==> config.mk <==
export PLATFORM = sky130hd
export DESIGN_NAME = irq_front
export DESIGN_NICKNAME = d
export VERILOG_FILES = /design/src/rtl/irq_pkg.sv /design/src/rtl/irq_capture.sv /design/src/rtl/irq_arbiter.sv /design/src/rtl/irq_sequencer.sv /design/src/rtl/irq_front.sv
export SDC_FILE = /design/constraint.sdc
export NUM_CORES = 1
export LEC_CHECK = 0
export BUFFER_PORTS_ARGS = -buffer_cell sky130_fd_sc_hd__buf_4
export CORE_ASPECT_RATIO = 0.75
export CORE_MARGIN = 2
export CORE_UTILIZATION = 50
export DETAILED_ROUTE_END_ITERATION = 8
export GPL_TIMING_DRIVEN = 1
export PLACE_DENSITY = 0.86
export SLEW_MARGIN = 20
export SYNTH_ARGS = -nofsm -noshare
export SYNTH_HDL_FRONTEND = slang
export SYNTH_HIERARCHICAL = 1
export SYNTH_SLANG_ARGS = --single-unit
==> constraint.sdc <==
create_clock -name clk -period 3.15 [get_ports clk]
set_clock_uncertainty 0.05 [all_clocks]
set_input_delay 0.315 -clock clk [delete_from_list [all_inputs] [get_ports clk]]
set_output_delay 0.315 -clock clk [all_outputs]
set_load 0.03 [all_outputs]
==> src/rtl/irq_pkg.sv <==
package irq_pkg;
  localparam int NSRC  = 6;
  localparam int NFLAG = 8;
  localparam int IDW   = 3;

  localparam int F_RX   = 4;
  localparam int F_TX   = 5;
  localparam int F_T2OV = 6;
  localparam int F_T2EX = 7;

  // Lowest-numbered set bit wins; the result is 0 when nothing is set.
  function automatic logic [IDW-1:0] lowest_set(input logic [NSRC-1:0] v);
    logic [IDW-1:0] r;
    r = '0;
    for (int i = NSRC - 1; i >= 0; i--) begin
      if (v[i]) r = IDW'(i);
    end
    return r;
  endfunction

  function automatic logic [7:0] vec_of(input logic [IDW-1:0] id,
                                        input int base, input int stride);
    return 8'(base + stride * int'(id));
  endfunction
endpackage

==> src/rtl/irq_capture.sv <==
module irq_capture
  import irq_pkg::*;
(
  input  logic             clk,
  input  logic             rst_n,
  input  logic             stb_early,
  input  logic             stb_late,
  input  logic [1:0]       ext_n,
  input  logic [1:0]       ext_edge,
  input  logic [1:0]       tmr_ovf,
  input  logic             ser_rx,
  input  logic             ser_tx,
  input  logic             t2_ovf,
  input  logic             t2_ext,
  input  logic [NFLAG-1:0] flag_clr,
  input  logic             ack_fire,
  input  logic [IDW-1:0]   ack_src,
  output logic [NFLAG-1:0] flag_q,
  output logic [NSRC-1:0]  src_req
);
  logic rx_f, tx_f, t2ov_f, t2ex_f;

  // Each channel pairs an external pin (source 2g) with a timer (source 2g+1).
  for (genvar g = 0; g < 2; g++) begin : g_chan
    logic ext_f, ext_prev, tmr_f;
    logic ext_ack, tmr_ack, fall_seen;

    assign ext_ack   = ack_fire && (ack_src == IDW'(2 * g));
    assign tmr_ack   = ack_fire && (ack_src == IDW'(2 * g + 1));
    assign fall_seen = stb_late && ext_prev && !ext_n[g];

    always_ff @(posedge clk or negedge rst_n) begin
      if (!rst_n) begin
        ext_f    <= 1'b0;
        ext_prev <= 1'b1;
      end else begin
        if (stb_late) ext_prev <= ext_n[g];
        if (!ext_edge[g]) begin
          if (stb_late) ext_f <= ~ext_n[g];
        end else if (fall_seen) begin
          ext_f <= 1'b1;
        end else if (ext_ack || flag_clr[2*g]) begin
          ext_f <= 1'b0;
        end
      end
    end

    always_ff @(posedge clk or negedge rst_n) begin
      if (!rst_n)                              tmr_f <= 1'b0;
      else if (stb_late && tmr_ovf[g])         tmr_f <= 1'b1;
      else if (tmr_ack || flag_clr[2*g + 1])   tmr_f <= 1'b0;
    end

    assign flag_q[2*g]     = ext_f;
    assign flag_q[2*g + 1] = tmr_f;
    assign src_req[2*g]     = ext_f;
    assign src_req[2*g + 1] = tmr_f;
  end

  // Serial and timer 2 flags are never cleared by acknowledgement.
  always_ff @(posedge clk or negedge rst_n) begin
    if (!rst_n) begin
      rx_f   <= 1'b0;
      tx_f   <= 1'b0;
      t2ov_f <= 1'b0;
      t2ex_f <= 1'b0;
    end else begin
      if (stb_late && ser_rx)       rx_f <= 1'b1;
      else if (flag_clr[F_RX])      rx_f <= 1'b0;
      if (stb_late && ser_tx)       tx_f <= 1'b1;
      else if (flag_clr[F_TX])      tx_f <= 1'b0;
      if (stb_early && t2_ovf)      t2ov_f <= 1'b1;
      else if (flag_clr[F_T2OV])    t2ov_f <= 1'b0;
      if (stb_late && t2_ext)       t2ex_f <= 1'b1;
      else if (flag_clr[F_T2EX])    t2ex_f <= 1'b0;
    end
  end

  assign flag_q[F_RX]   = rx_f;
  assign flag_q[F_TX]   = tx_f;
  assign flag_q[F_T2OV] = t2ov_f;
  assign flag_q[F_T2EX] = t2ex_f;
  assign src_req[4]     = rx_f | tx_f;
  assign src_req[5]     = t2ov_f | t2ex_f;

  // flags move only on a strobe, an acknowledgement or a software clear
  a_r3_flags_on_events: assert property (@(posedge clk) disable iff (!rst_n)
    (!$past(stb_late) && !$past(stb_early) && !$past(ack_fire) && ($past(flag_clr) == '0))
      |-> $stable(flag_q));
  // the early strobe can only set the timer 2 overflow flag among the late-strobe flags
  a_r4_early_only_t2: assert property (@(posedge clk) disable iff (!rst_n)
    ($past(stb_early) && !$past(stb_late) && ($past(flag_clr) == '0) && !$past(ack_fire))
      |-> (flag_q[5:0] == $past(flag_q[5:0])));
endmodule

==> src/rtl/irq_arbiter.sv <==
module irq_arbiter
  import irq_pkg::*;
(
  input  logic            clk,
  input  logic            rst_n,
  input  logic [NSRC-1:0] src_req,
  input  logic            glb_en,
  input  logic [NSRC-1:0] src_en,
  input  logic [NSRC-1:0] pri_reg,
  input  logic [1:0]      in_prog,
  output logic            cand_valid,
  output logic [IDW-1:0]  cand_id,
  output logic            cand_hi
);
  logic [NSRC-1:0] pend, pend_hi, pend_lo;
  logic            hi_ok, lo_ok;

  assign pend    = src_req & src_en & {NSRC{glb_en}};
  assign pend_hi = pend & pri_reg;
  assign pend_lo = pend & ~pri_reg;
  assign hi_ok   = (|pend_hi) && !in_prog[1];
  assign lo_ok   = (|pend_lo) && (in_prog == 2'b00);

  always_comb begin
    cand_valid = hi_ok || lo_ok;
    cand_hi    = hi_ok;
    cand_id    = hi_ok ? lowest_set(pend_hi) : lowest_set(pend_lo);
  end

  // a low-level candidate never appears while any level is being serviced
  a_r7_low_blocked: assert property (@(posedge clk) disable iff (!rst_n)
    (cand_valid && !cand_hi) |-> (in_prog == 2'b00));
  // a high-level candidate never appears while the high level is being serviced
  a_r7_high_blocked: assert property (@(posedge clk) disable iff (!rst_n)
    (cand_valid && cand_hi) |-> !in_prog[1]);
  // a candidate is always a raised and enabled source
  a_r5_enabled_only: assert property (@(posedge clk) disable iff (!rst_n)
    cand_valid |-> (glb_en && src_en[cand_id] && src_req[cand_id]));
endmodule

==> src/rtl/irq_sequencer.sv <==
module irq_sequencer
  import irq_pkg::*;
#(
  parameter int CALL_CYC   = 2,
  parameter int VEC_BASE   = 3,
  parameter int VEC_STRIDE = 8
) (
  input  logic           clk,
  input  logic           rst_n,
  input  logic           stb_late,
  input  logic           cand_valid,
  input  logic [IDW-1:0] cand_id,
  input  logic           cand_hi,
  input  logic           insn_last,
  input  logic           insn_reti,
  input  logic           insn_cfg,
  output logic           ack_fire,
  output logic           ack_stb,
  output logic [IDW-1:0] ack_id,
  output logic           call_busy,
  output logic [7:0]     call_vec,
  output logic [1:0]     in_prog
);
  localparam int CW = $clog2(CALL_CYC + 1);

  logic [CW-1:0] call_cnt;
  logic          reti_done;

  assign call_busy = (call_cnt != '0);
  assign ack_fire  = stb_late && cand_valid && insn_last && !insn_reti && !insn_cfg && !call_busy;
  assign reti_done = stb_late && insn_last && insn_reti;

  always_ff @(posedge clk or negedge rst_n) begin
    if (!rst_n) begin
      call_cnt <= '0;
      ack_stb  <= 1'b0;
      ack_id   <= '0;
      call_vec <= '0;
      in_prog  <= 2'b00;
    end else begin
      ack_stb <= ack_fire;
      if (ack_fire) begin
        call_cnt <= CW'(CALL_CYC);
        ack_id   <= cand_id;
        call_vec <= vec_of(cand_id, VEC_BASE, VEC_STRIDE);
      end else if (stb_late && call_busy) begin
        call_cnt <= call_cnt - 1'b1;
      end
      if (ack_fire) begin
        in_prog[cand_hi] <= 1'b1;
      end else if (reti_done) begin
        if (in_prog[1]) in_prog[1] <= 1'b0;
        else            in_prog[0] <= 1'b0;
      end
    end
  end

  // the acknowledge pulse lasts one clock
  a_r9_single_pulse: assert property (@(posedge clk) disable iff (!rst_n)
    ack_stb |=> !ack_stb);
  // the call window opens with the pulse
  a_r9_busy_with_ack: assert property (@(posedge clk) disable iff (!rst_n)
    ack_stb |-> call_busy);
  // the call window closes only on a late strobe
  a_r9_busy_ends_on_strobe: assert property (@(posedge clk) disable iff (!rst_n)
    $fell(call_busy) |-> $past(stb_late));
  // no acknowledgement from inside a call window
  a_r12_no_ack_in_call: assert property (@(posedge clk) disable iff (!rst_n)
    ack_stb |-> !$past(call_busy));
  // acknowledgement only at the final cycle of an ordinary instruction
  a_r8_status_gate: assert property (@(posedge clk) disable iff (!rst_n)
    ack_stb |-> ($past(stb_late) && $past(insn_last) && !$past(insn_reti) && !$past(insn_cfg)));
  // an acknowledged routine is always marked in progress
  a_r10_marked: assert property (@(posedge clk) disable iff (!rst_n)
    ack_stb |-> (in_prog != 2'b00));
endmodule

==> src/rtl/irq_front.sv <==
module irq_front
  import irq_pkg::*;
#(
  parameter int CALL_CYC   = 2,
  parameter int VEC_BASE   = 3,
  parameter int VEC_STRIDE = 8
) (
  input  logic       clk,
  input  logic       rst_n,
  input  logic       stb_early,
  input  logic       stb_late,
  input  logic [1:0] ext_n,
  input  logic [1:0] ext_edge,
  input  logic       t0_ovf,
  input  logic       t1_ovf,
  input  logic       ser_rx,
  input  logic       ser_tx,
  input  logic       t2_ovf,
  input  logic       t2_ext,
  input  logic [7:0] flag_clr,
  input  logic       glb_en,
  input  logic [5:0] src_en,
  input  logic [5:0] pri_reg,
  input  logic       insn_last,
  input  logic       insn_reti,
  input  logic       insn_cfg,
  output logic [7:0] flag_q,
  output logic [1:0] in_prog,
  output logic       ack_stb,
  output logic [2:0] ack_id,
  output logic       call_busy,
  output logic [7:0] call_vec
);
  logic [NSRC-1:0] src_req;
  logic            cand_valid, cand_hi, ack_fire;
  logic [IDW-1:0]  cand_id;

  irq_capture u_cap (
    .clk(clk), .rst_n(rst_n), .stb_early(stb_early), .stb_late(stb_late),
    .ext_n(ext_n), .ext_edge(ext_edge), .tmr_ovf({t1_ovf, t0_ovf}),
    .ser_rx(ser_rx), .ser_tx(ser_tx), .t2_ovf(t2_ovf), .t2_ext(t2_ext),
    .flag_clr(flag_clr), .ack_fire(ack_fire), .ack_src(cand_id),
    .flag_q(flag_q), .src_req(src_req)
  );

  irq_arbiter u_arb (
    .clk(clk), .rst_n(rst_n), .src_req(src_req), .glb_en(glb_en),
    .src_en(src_en), .pri_reg(pri_reg), .in_prog(in_prog),
    .cand_valid(cand_valid), .cand_id(cand_id), .cand_hi(cand_hi)
  );

  irq_sequencer #(.CALL_CYC(CALL_CYC), .VEC_BASE(VEC_BASE), .VEC_STRIDE(VEC_STRIDE)) u_seq (
    .clk(clk), .rst_n(rst_n), .stb_late(stb_late), .cand_valid(cand_valid),
    .cand_id(cand_id), .cand_hi(cand_hi), .insn_last(insn_last),
    .insn_reti(insn_reti), .insn_cfg(insn_cfg), .ack_fire(ack_fire),
    .ack_stb(ack_stb), .ack_id(ack_id), .call_busy(call_busy),
    .call_vec(call_vec), .in_prog(in_prog)
  );

  // a timer overflow flag is gone right after its own acknowledgement
  a_r11_timer_cleared: assert property (@(posedge clk) disable iff (!rst_n)
    (ack_stb && (ack_id == 3'd1) && !$past(t0_ovf)) |-> !flag_q[1]);
endmodule

==> results of run 1 <==
-- placed cells by master, fill, tap and decap left out, types with 2 or more instances in the layout --
master / synthesis / final
and4b_1: 2 / 2
a21oi_1: 3 / 3
a32o_1: 2 / 2
mux2i_1: 2 / 2
nand3_1: 5 / 5
o21ai_1: 2 / 2
inv_1: 14 / 14
nand4_1: 6 / 6
nand4b_1: 5 / 5
nor2_1: 4 / 4
a221o_1: 2 / 2
dfrtp_1: 17 / 17
o21ai_0: 12 / 12
clkbuf_4: 0 / 3
conb_1: 1 / 3
buf_4: 20 / 57
nand3b_1: 2 / 2
mux2_2: 3 / 3
nand2_1: 12 / 12
nor3_1: 2 / 2
dfstp_2: 2 / 2
-- layer usage --
layer	up-vias	GRT usage [%]	wire [µm]
met5	-	0	0
met2	47	38.5	1550
met1	569	27.5	1400
li1	564	-	-
met4	0	8.44	49
met3	8	5.88	203
-- power groups by stage --
stage | registers [µW] | logic, µW | clock network (µW)
after floorplan | 350 | 239 | 0
after global placement | 321 | 369 | 0
after detailed placement | 324 | 377 | 0
after CTS | 319 | 379 | 134
after global routing | 324 | 407 | 144
final | 320 | 377 | 128
-- worst max-delay path by stage --
stage	startpoint	endpoint	slack [ns]	cells past startpoint
finish	u_cap/g_chan[1].ext_f$_DFFE_PN0P_	u_cap/g_chan[1].ext_f$_DFFE_PN0P_	0.72	8
global route	u_cap/tx_f$_DFFE_PN0P_	u_cap/g_chan[1].ext_f$_DFFE_PN0P_	0.56	10
CTS	u_cap/tx_f$_DFFE_PN0P_	u_cap/g_chan[1].ext_f$_DFFE_PN0P_	0.76	10
detailed placement	u_cap/tx_f$_DFFE_PN0P_	u_cap/g_chan[1].ext_f$_DFFE_PN0P_	0.79	10
global placement	glb_en	u_cap/g_chan[1].ext_f$_DFFE_PN0P_	0.91	9
floorplan	u_cap/rx_f$_DFFE_PN0P_	u_cap/g_chan[1].ext_f$_DFFE_PN0P_	1.09	10
-- sequential cells by signal (all words and copies together), names as in the netlist, 2 cells and up --
name and count:
u_seq/call_vec 3, u_cap/g_chan.tmr_f 2, u_cap/g_chan.ext_prev 2, u_cap/g_chan.ext_f 2, u_seq/call_cnt 2, u_seq/in_prog 2
-- kinds of logic (layout without fill, tap and decap cells) --
kind of cell | after synthesis | in the layout | synth area share, %
other | 1 | 3 | 0.290
and+or+nand+nor | 49 | 49 | 26.3
muxes | 5 | 5 | 4.15
buffers and inverters | 35 | 76 | 16.5
AOI/OAI and AO/OA | 29 | 29 | 14.9
adders and majority gates | 1 | 1 | 0.966
DFF | 19 | 19 | 36.9
-- per-stage QoR --
stage | setup slack, ns | power, µW | hold WS, ns | std cells | instance area [µm²]
6_report | 0.721 | 825 | 0.120 | 216 | 1650
5_1_grt | 0.560 | 875 | 0.110 | 216 | 1650
4_1_cts | 0.759 | 833 | 0.115 | 216 | 1650
3_5_place_dp | 0.789 | 701 | 0.159 | 211 | 1610
3_3_place_gp | 0.911 | 690 | 0.152 | 211 | 1610
2_1_floorplan | 1.09 | 589 | -0.0306 | 141 | 1300
-- cells in the mapped netlist, drive strengths merged, types with 3 or more instances --
cell type  instances
a21oi              3
buf               21
dfrtp             17
inv               14
mux2               3
nand2             13
nand3              6
nand4              7
nand4b             5
nor2               4
o21ai             14
-- area by class of cell --
| type | count | area, µm² | area share, % |
|---|---|---|---|
| repair buffers | 58 | 438 | 26.6 |
| inverters | 14 | 52.6 | 3.19 |
| well taps | 34 | 42.5 | 2.58 |
| flip-flops and latches | 19 | 478 | 29.0 |
| multi-input cells | 87 | 611 | 37.0 |
| clock buffers | 3 | 22.5 | 1.37 |
| clock inverters | 1 | 5.00 | 0.303 |
-- worst reg2reg max path, cell delays in order, from the launching register on --
cell      delay [ns]
dfrtp_1         0.54
nand4b_1        0.18
nand4_1         0.15
o21bai_1        0.07
a21oi_1         0.17
nor4b_4         0.44
nor2b_4         0.28
a31oi_1         0.12
a221o_1         0.31
-- what timing repair did --
action                    in CTS  in global routing
gates resized for setup        0                  0
hold endpoints to repair      17                  0
hold buffers                   1                  0
==> out/summary.txt, run 1 <==
max incr delay on CP = 0.54 ns
final hold vios = 0
total CTS buffers = 3
Clock Tree Buf Depth = 2
Worst R2R Path Depth = 8
status = finished clean
Sw Pwr = 332 µW
Area Overhead vs Synth = 27.3%
Hold Crit Depth = 2
initial antenna violation count = 0
startpoint types = flip-flop
internal power = 493 µW
Iter 0 DRT Violations = 94
unrepaired setup endpoints after global routing = no
GRT Util Overall = 22.1%
clock power share = 15.5%
top cells by area, synth = dfrtp_1 (33%), buf_4 (12%), o21ai_0 (4.6%), dfstp_2 (4.1%), inv_1 (4.1%)
Post-synth top flop = dfrtp_1
crit-path max FO = 8
DR pass1 iterations = 5
Post-Syn Area = 1290 µm²
mean post-synth cell area = 9.32 µm²
Vias = 1188
Starting Density = 54.3%
sequential element share of the synthesized area = 36.9%
GPL Wtd Cong = 0.840
grt ovf = 0
Async SR Flop Fraction = 100%
Fill cells = 198
Yosys reg bits = 19
count of different cell masters after synthesis = 41
Yosys top cell area share = 32.9%
FMAX = 412 MHz
H-tree levels = 1
r2r setup slk = 0.72 ns
Synth Warn # = 6
Clock Sinks = 19
CP endpoint kind = flip-flop
Crit Reg-Reg Startpoint = u_cap/g_chan[1].ext_f$_DFFE_PN0P_
PortBufs = 57
Post-Route WL = 3210 µm
crit path kind = reg2reg
capturing point of the worst reg2reg path = u_cap/g_chan[1].ext_f$_DFFE_PN0P_
Site Rows = 15
fin nets = 222
PwrDens = 500 nW/µm²
latest clock arrival within the worst-skew pair = 0.30 ns
Die H = 48.1 µm
Max Slew Vio Count = 0
Final Cycle Share = 77.1%
max-cap violations = 0
final setup TNS = 0 ns
clk slew on worst S/H paths = 0.11 ns
LEAKAGE = 0.000818 µW
largest net degree at the start of global routing = 20
Flop pwr share = 38.8%
Sw Share = 40.2%
fin crit period = 2.43 ns
CP bufs+invs = 0
VDD IR max = 0.000285 V
Final HPWL DP = 2550 µm
Top delay family on crit path = simple AND/OR/NAND/NOR gates
Top Ports = 61
Antenna Cells = 0
number of synthesized flops with an enable pin = 0
Die W = 62.8 µm
Hold Path Sink = u_cap/t2ov_f$_DFFE_PN0P_
core area = 2380 µm²
CTS tree = yes
# DRC = 0
fraction of layout cells with a size suffix above 1 = 41.2%
vias in the first global route = 1125
Core Util, Final = 69.2%
Req. time, crit path = 3.29 ns
global-route wire length before repair = 5070 µm
Hold Crit Start = flag_clr[6]
number of routed nets with antenna violations = 0
die area = 3020 µm²
combinational power share = 45.7%
final setup vio count = 0
detailed-route vias per instance = 5.50
hold crit path type = in2reg
critical path's slowest cell = dfrtp_1
cell breakdown of the critical path = nand4b_1, nand4_1, o21bai_1, a21oi_1, nor4b_4, nor2b_4, a31oi_1, a221o_1
# Post-CTS Setup Buffers = 0
WL/cell = 14.8 µm
cell taking the most area after synthesis = dfrtp_1
CP arrival = 2.57 ns
Syn Inst Count = 139
CTS Root Cell = clkbuf_4
Power figures use the tool's default switching activity.
==> run 2, diff against run 1 <==
CORE_UTILIZATION = 46   (was 50)
PLACE_DENSITY = 0.8   (was 0.86)
clock period = 2.5 ns   (was 3.15 ns; I/O delays follow)
==> out/summary.txt, run 2 (synthesized netlist as in run 1, its figures left out) <==
status = finished clean
DR pass1 iterations = 4
Die W = 65.3 µm
Iter 0 DRT Violations = 100
Final HPWL DP = 2360 µm
hold crit path type = in2reg
Final Cycle Share = 89.6%
most frequent cells in the layout = buf_4 (58), dfrtp_1 (17), inv_1 (14), nand2_1 (12), o21ai_0 (12)
largest net degree at the start of global routing = 20
Req. time, crit path = 2.59 ns
WL/cell = 14.2 µm
# Post-CTS Setup Buffers = 0
Antenna Cells = 0
max incr delay on CP = 0.35 ns
Top Ports = 61
Biggest register = u_seq/call_vec
crit path kind = reg2reg
Fill cells = 237
Hold Crit Depth = 2
vias in the first global route = 1115
fin nets = 223
final hold vios = 0
Area Overhead vs Synth = 29.6%
Levels on crit path = 10
clk slew on worst S/H paths = 0.07 ns
Site Rows = 16
global-route wire length before repair = 4950 µm
unrepaired setup endpoints after global routing = no
Clock Sinks = 19
clock power share = 19.7%
placed cell count = 214
total CTS buffers = 3
Top delay family on crit path = compound AO/OA/AOI/OAI gates
Post-Route WL = 3110 µm
PwrDens = 651 nW/µm²
core area = 2640 µm²
fin crit period = 2.24 ns
post-route insts no fill = 219
initial antenna violation count = 0
PortBufs = 57
# DRC = 0
detailed-route vias per instance = 5.37
critical path's slowest cell = dfrtp_1
CP endpoint kind = flip-flop
CTS tree = yes
internal power = 674 µW
Die H = 50.0 µm
Sw Pwr = 418 µW
Sw Share = 38.3%
CTS Root Cell = clkbuf_8
VDD IR max = 0.000535 V
die area = 3260 µm²
LEAKAGE = 0.000832 µW
GPL Wtd Cong = 0.903
Starting Density = 49.0%
CP arrival = 2.33 ns
latest clock arrival within the worst-skew pair = 0.26 ns
Max Slew Vio Count = 0
number of routed nets with antenna violations = 0
FMAX = 447 MHz
fraction of layout cells with a size suffix above 1 = 41.5%
final setup vio count = 0
Worst R2R Path Depth = 10
startpoint types = flip-flop
combinational power share = 43.4%
Vias = 1177
Flop pwr share = 36.8%
cell breakdown of the critical path = inv_1, nand2_1, nand3_1, o21ai_0, o21bai_1, a21oi_1, nor4b_4, nor2b_4, a31oi_1, a221o_1
Post-CTS Hold Buffers = 1
commonest non-fill, non-tap cell in the layout = buf_4
Largest register FFs = 3
GRT Util Overall = 19.3%
H-tree levels = 1
Clock Tree Buf Depth = 2
grt ovf = 0
post-CTS sizing = 0
crit-path max FO = 4
final setup TNS = 0 ns
CP bufs+invs = 1
max-cap violations = 0
[run 2: cell count changes in the layout (fill, tap and decap cells not counted)]
cell / before / now
buf_4: 57 / 58
clkbuf_8: 0 / 3
clkbuf_4: 3 / 0
[run 2: path summary, 6_finish.rpt]
check	startpoint	slack [ns]	to
min in group asynchronous	rst_n	0.35	u_cap/tx_f$_DFFE_PN0P_
max in group asynchronous	rst_n	1.79	u_cap/g_chan[0].ext_prev$_DFFE_PN1P_
hold reg to reg	u_cap/g_chan[0].ext_prev$_DFFE_PN1P_	0.44	u_cap/g_chan[0].ext_prev$_DFFE_PN1P_
hold / removal	flag_clr[7]	0.12	u_cap/t2ex_f$_DFFE_PN0P_
setup reg to reg	u_cap/tx_f$_DFFE_PN0P_	0.26	u_cap/g_chan[1].ext_f$_DFFE_PN0P_
setup / recovery	u_cap/tx_f$_DFFE_PN0P_	0.26	u_cap/g_chan[1].ext_f$_DFFE_PN0P_
[run 2: cell type report]
| cell class | count | area (µm²) | share of cell area, % |
|---|---|---|---|
| Clock inverter | 1 | 5.00 | 0.298 |
| Timing Repair Buffer | 59 | 445 | 26.5 |
| Sequential cell | 19 | 478 | 28.5 |
| Multi-Input combinational cell | 87 | 611 | 36.4 |
| Tap cell | 36 | 45.0 | 2.68 |
| Inverter | 14 | 52.6 | 3.13 |
| Clock buffer | 3 | 41.3 | 2.46 |
[run 2: metal layers]
metal | wire [µm] | GRT usage [%] | up-vias
li1 | - | - | 564
met1 | 1410 | 25.7 | 566
met2 | 1460 | 32.5 | 45
met3 | 216 | 3.65 | 2
met4 | 23 | 4.51 | 0
met5 | 0 | 0 | -
[run 2: metrics by stage]
step / area [µm²] / hold WS, ns / util (%) / total power [µW] / worst slack [ns]
final: 1680 / 0.115 / 63.5 / 1090 / 0.261
after global placement: 1620 / 0.0877 / 61.4 / 869 / 0.388
after global routing: 1680 / 0.131 / 63.5 / 1150 / 0.112
after CTS: 1680 / 0.110 / 63.5 / 1100 / 0.274
after detailed placement: 1620 / 0.0903 / 61.4 / 879 / 0.326
after floorplan: 1300 / -0.0956 / - / 742 / 0.442
[run 2: power by group through the flow]
stage	clock, µW	sequential [µW]	combinational (µW)
2_1_floorplan	0	441	301
3_3_place_gp	0	405	464
3_5_place_dp	0	407	472
4_1_cts	222	401	476
5_1_grt	233	411	505
6_report	216	402	474
==> run 3, diff against run 2 <==
ABC_AREA = 1   (was default)
CORE_MARGIN = 5   (was 2)
CORE_UTILIZATION = 47   (was 46)
PLACE_DENSITY = 0.81   (was 0.8)
==> out/summary.txt, run 3 <==
Synth Warn # = 6
unrepaired setup endpoints after global routing = no
WL/cell = 12.0 µm
Syn Inst Count = 196
commonest non-fill, non-tap cell in the layout = nand2_1
GRT met2 Usage = 24.7%
Max Slew Vio Count = 0
Hold Crit Start = flag_clr[7]
detailed-route vias per instance = 4.60
number of synthesized flops with an enable pin = 0
grt ovf = 0
max-cap violations = 0
VDD IR max = 0.000535 V
die area = 4060 µm²
final setup TNS = 0 ns
Hold Crit Depth = 2
Req. time, crit path = 2.59 ns
crit-path max FO = 8
CP dominant cell by count = nand2_1
Iter 0 DRT Violations = 102
Die H = 56.5 µm
max incr delay on CP = 0.34 ns
critical path's slowest cell = dfrtp_1
Yosys top cell area share = 31.5%
final setup vio count = 0
Starting Density = 50.4%
sequential element share of the synthesized area = 35.3%
cell breakdown of the critical path = inv_1, nand2_1, nand3_1, nor2_1, nor2_2, nand2_2, nand2_4, nand2_1, nand2_1, nor2_1, nand2_2, inv_2, nand2_1, inv_1, nand2_1, nand2_1, nand2_1
final hold vios = 0
CTS Root Cell = clkbuf_8
GR peak layer = met2
DR pass1 iterations = 4
crit path kind = reg2reg
fin crit period = 1.94 ns
mean post-synth cell area = 6.90 µm²
total CTS buffers = 3
Top Ports = 61
# Post-CTS Setup Buffers = 0
LEAKAGE = 0.00104 µW
initial antenna violation count = 0
top cells by area, synth = dfrtp_1 (31%), nand2_1 (17%), buf_4 (11%), inv_1 (7.8%), nor2_1 (6.4%)
Post-Route WL = 3310 µm
Final HPWL DP = 2630 µm
Final Cycle Share = 77.4%
global-route wire length before repair = 5330 µm
Die W = 71.9 µm
PwrDens = 656 nW/µm²
Antenna Cells = 0
Area Overhead vs Synth = 27.4%
PortBufs = 57
Biggest register = u_seq/call_vec
number of routed nets with antenna violations = 0
# DRC = 0
GR Layer Usage met1 = 23.6%
cell taking the most area after synthesis = dfrtp_1
vias in the first global route = 1164
Vias = 1266
startpoint types = flip-flop
latest clock arrival within the worst-skew pair = 0.26 ns
Post-Syn Area = 1350 µm²
fraction of layout cells with a size suffix above 1 = 31.8%
r2r setup slk = 0.56 ns
Worst Hold Margin = 0.123 ns
GR Util met3 = 4.81%
count leader, synth = nand2_1
status = finished clean
fin nets = 279
GRT Util Overall = 16.4%
Site Rows = 16
Core Util, Final = 64.2%
core area = 2680 µm²
CTS tree = yes
Async SR Flop Fraction = 100%
Worst R2R Path Depth = 17
FMAX = 517 MHz
most frequent cells in the layout = nand2_1 (63), buf_4 (57), inv_1 (28), nor2_1 (23), dfrtp_1 (17)
Crit Reg-Reg Startpoint = u_cap/t2ov_f$_DFFE_PN0P_
H-tree levels = 1
Yosys reg bits = 19
clk slew on worst S/H paths = 0.07 ns
Clock Tree Buf Depth = 2
Post-synth top flop = dfrtp_1
Hold Path Sink = u_cap/t2ex_f$_DFFE_PN0P_
CP endpoint kind = flip-flop
most frequent cells after synthesis = nand2_1 (63), inv_1 (28), nor2_1 (23), buf_4 (19), dfrtp_1 (17)
Largest register FFs = 3
hold crit path type = in2reg
largest net degree at the start of global routing = 20
capturing point of the worst reg2reg path = u_cap/g_chan[0].ext_f$_DFFE_PN0P_
GPL Wtd Cong = 0.778
Clock Sinks = 19
count of different cell masters after synthesis = 21
CP arrival = 2.03 ns
==> run 3: cell count changes in the layout (fill, tap and decap cells not counted), sizes merged, moves of 3 or more <==
cell	delta
nand2	+54
inv	+17
nor2	+21
o21ai	-7
nand4b	-5
nand4	+4
mux2	-3
==> run 3: through the flow <==
step | setup WS, ns | cell area, µm² | instances | power, µW
detailed placement | 0.597 | 1670 | 270 | 921
global route | 0.310 | 1720 | 275 | 1210
global placement | 0.693 | 1670 | 270 | 913
CTS | 0.570 | 1720 | 275 | 1140
finish | 0.565 | 1720 | 275 | 1130
floorplan | 0.828 | 1360 | 198 | 778
==> run 3: cell type report <==
cell class	count	area, µm²
inverter	31	116
sequential	19	478
fill	257	960
multi-input combinational	127	601
clock buffer	4	45.0
timing repair buffer	58	438
tap	36	45.0
==> run 3: per-layer routing <==
metal / routed length [µm] / vias up
met5: 0 / -
met4: 14 / 0
met3: 290 / 2
met2: 1420 / 53
met1: 1590 / 547
li1: - / 664
==> run 3: how the worst max path moves through the flow <==
stage / start / endpoint / depth (start not counted)
after floorplan: u_cap/t2ov_f$_DFFE_PN0P_ / u_cap/g_chan[0].tmr_f$_DFFE_PN0P_ / 15
after global placement: glb_en / u_cap/g_chan[1].ext_f$_DFFE_PN0P_ / 16
after detailed placement: u_cap/t2ov_f$_DFFE_PN0P_ / u_cap/g_chan[0].ext_f$_DFFE_PN0P_ / 17
after CTS: u_cap/t2ov_f$_DFFE_PN0P_ / u_cap/g_chan[0].ext_f$_DFFE_PN0P_ / 17
after global routing: u_cap/t2ov_f$_DFFE_PN0P_ / u_cap/g_chan[0].ext_f$_DFFE_PN0P_ / 17
final: u_cap/t2ov_f$_DFFE_PN0P_ / u_cap/g_chan[0].ext_f$_DFFE_PN0P_ / 17
==> run 3: cell families (layout without fill, tap and decap cells) <==
kind of cell	after synthesis	in the layout	share of synthesized area [%]
AOI/OAI and AO/OA	11	11	4.44
buffers and inverters	52	93	20.8
adders and majority gates	1	1	0.925
other	1	3	0.277
and+or+nand+nor	112	112	38.2
DFF	19	19	35.3
==> run 3: power by group <==
group | total (µW) | switching [µW] | internal (µW)
Sequential | 410 | 43.7 | 366
Clock | 214 | 101 | 113
Combinational | 506 | 312 | 195
Total | 1130 | 456 | 675
==> run 3: repair_timing <==
item / in CTS / in global routing
resized for setup: 0 / 0
endpoints found under the hold margin: 17 / 0
hold buffers: 1 / 0
==> run 3: worst max-delay path, delay by kind of cell (launching register included) <==
family	cells	cell delay [ns]
buffers and inverters	3	0.27
flip-flops	1	0.34
AND/OR/NAND/NOR	14	1.13
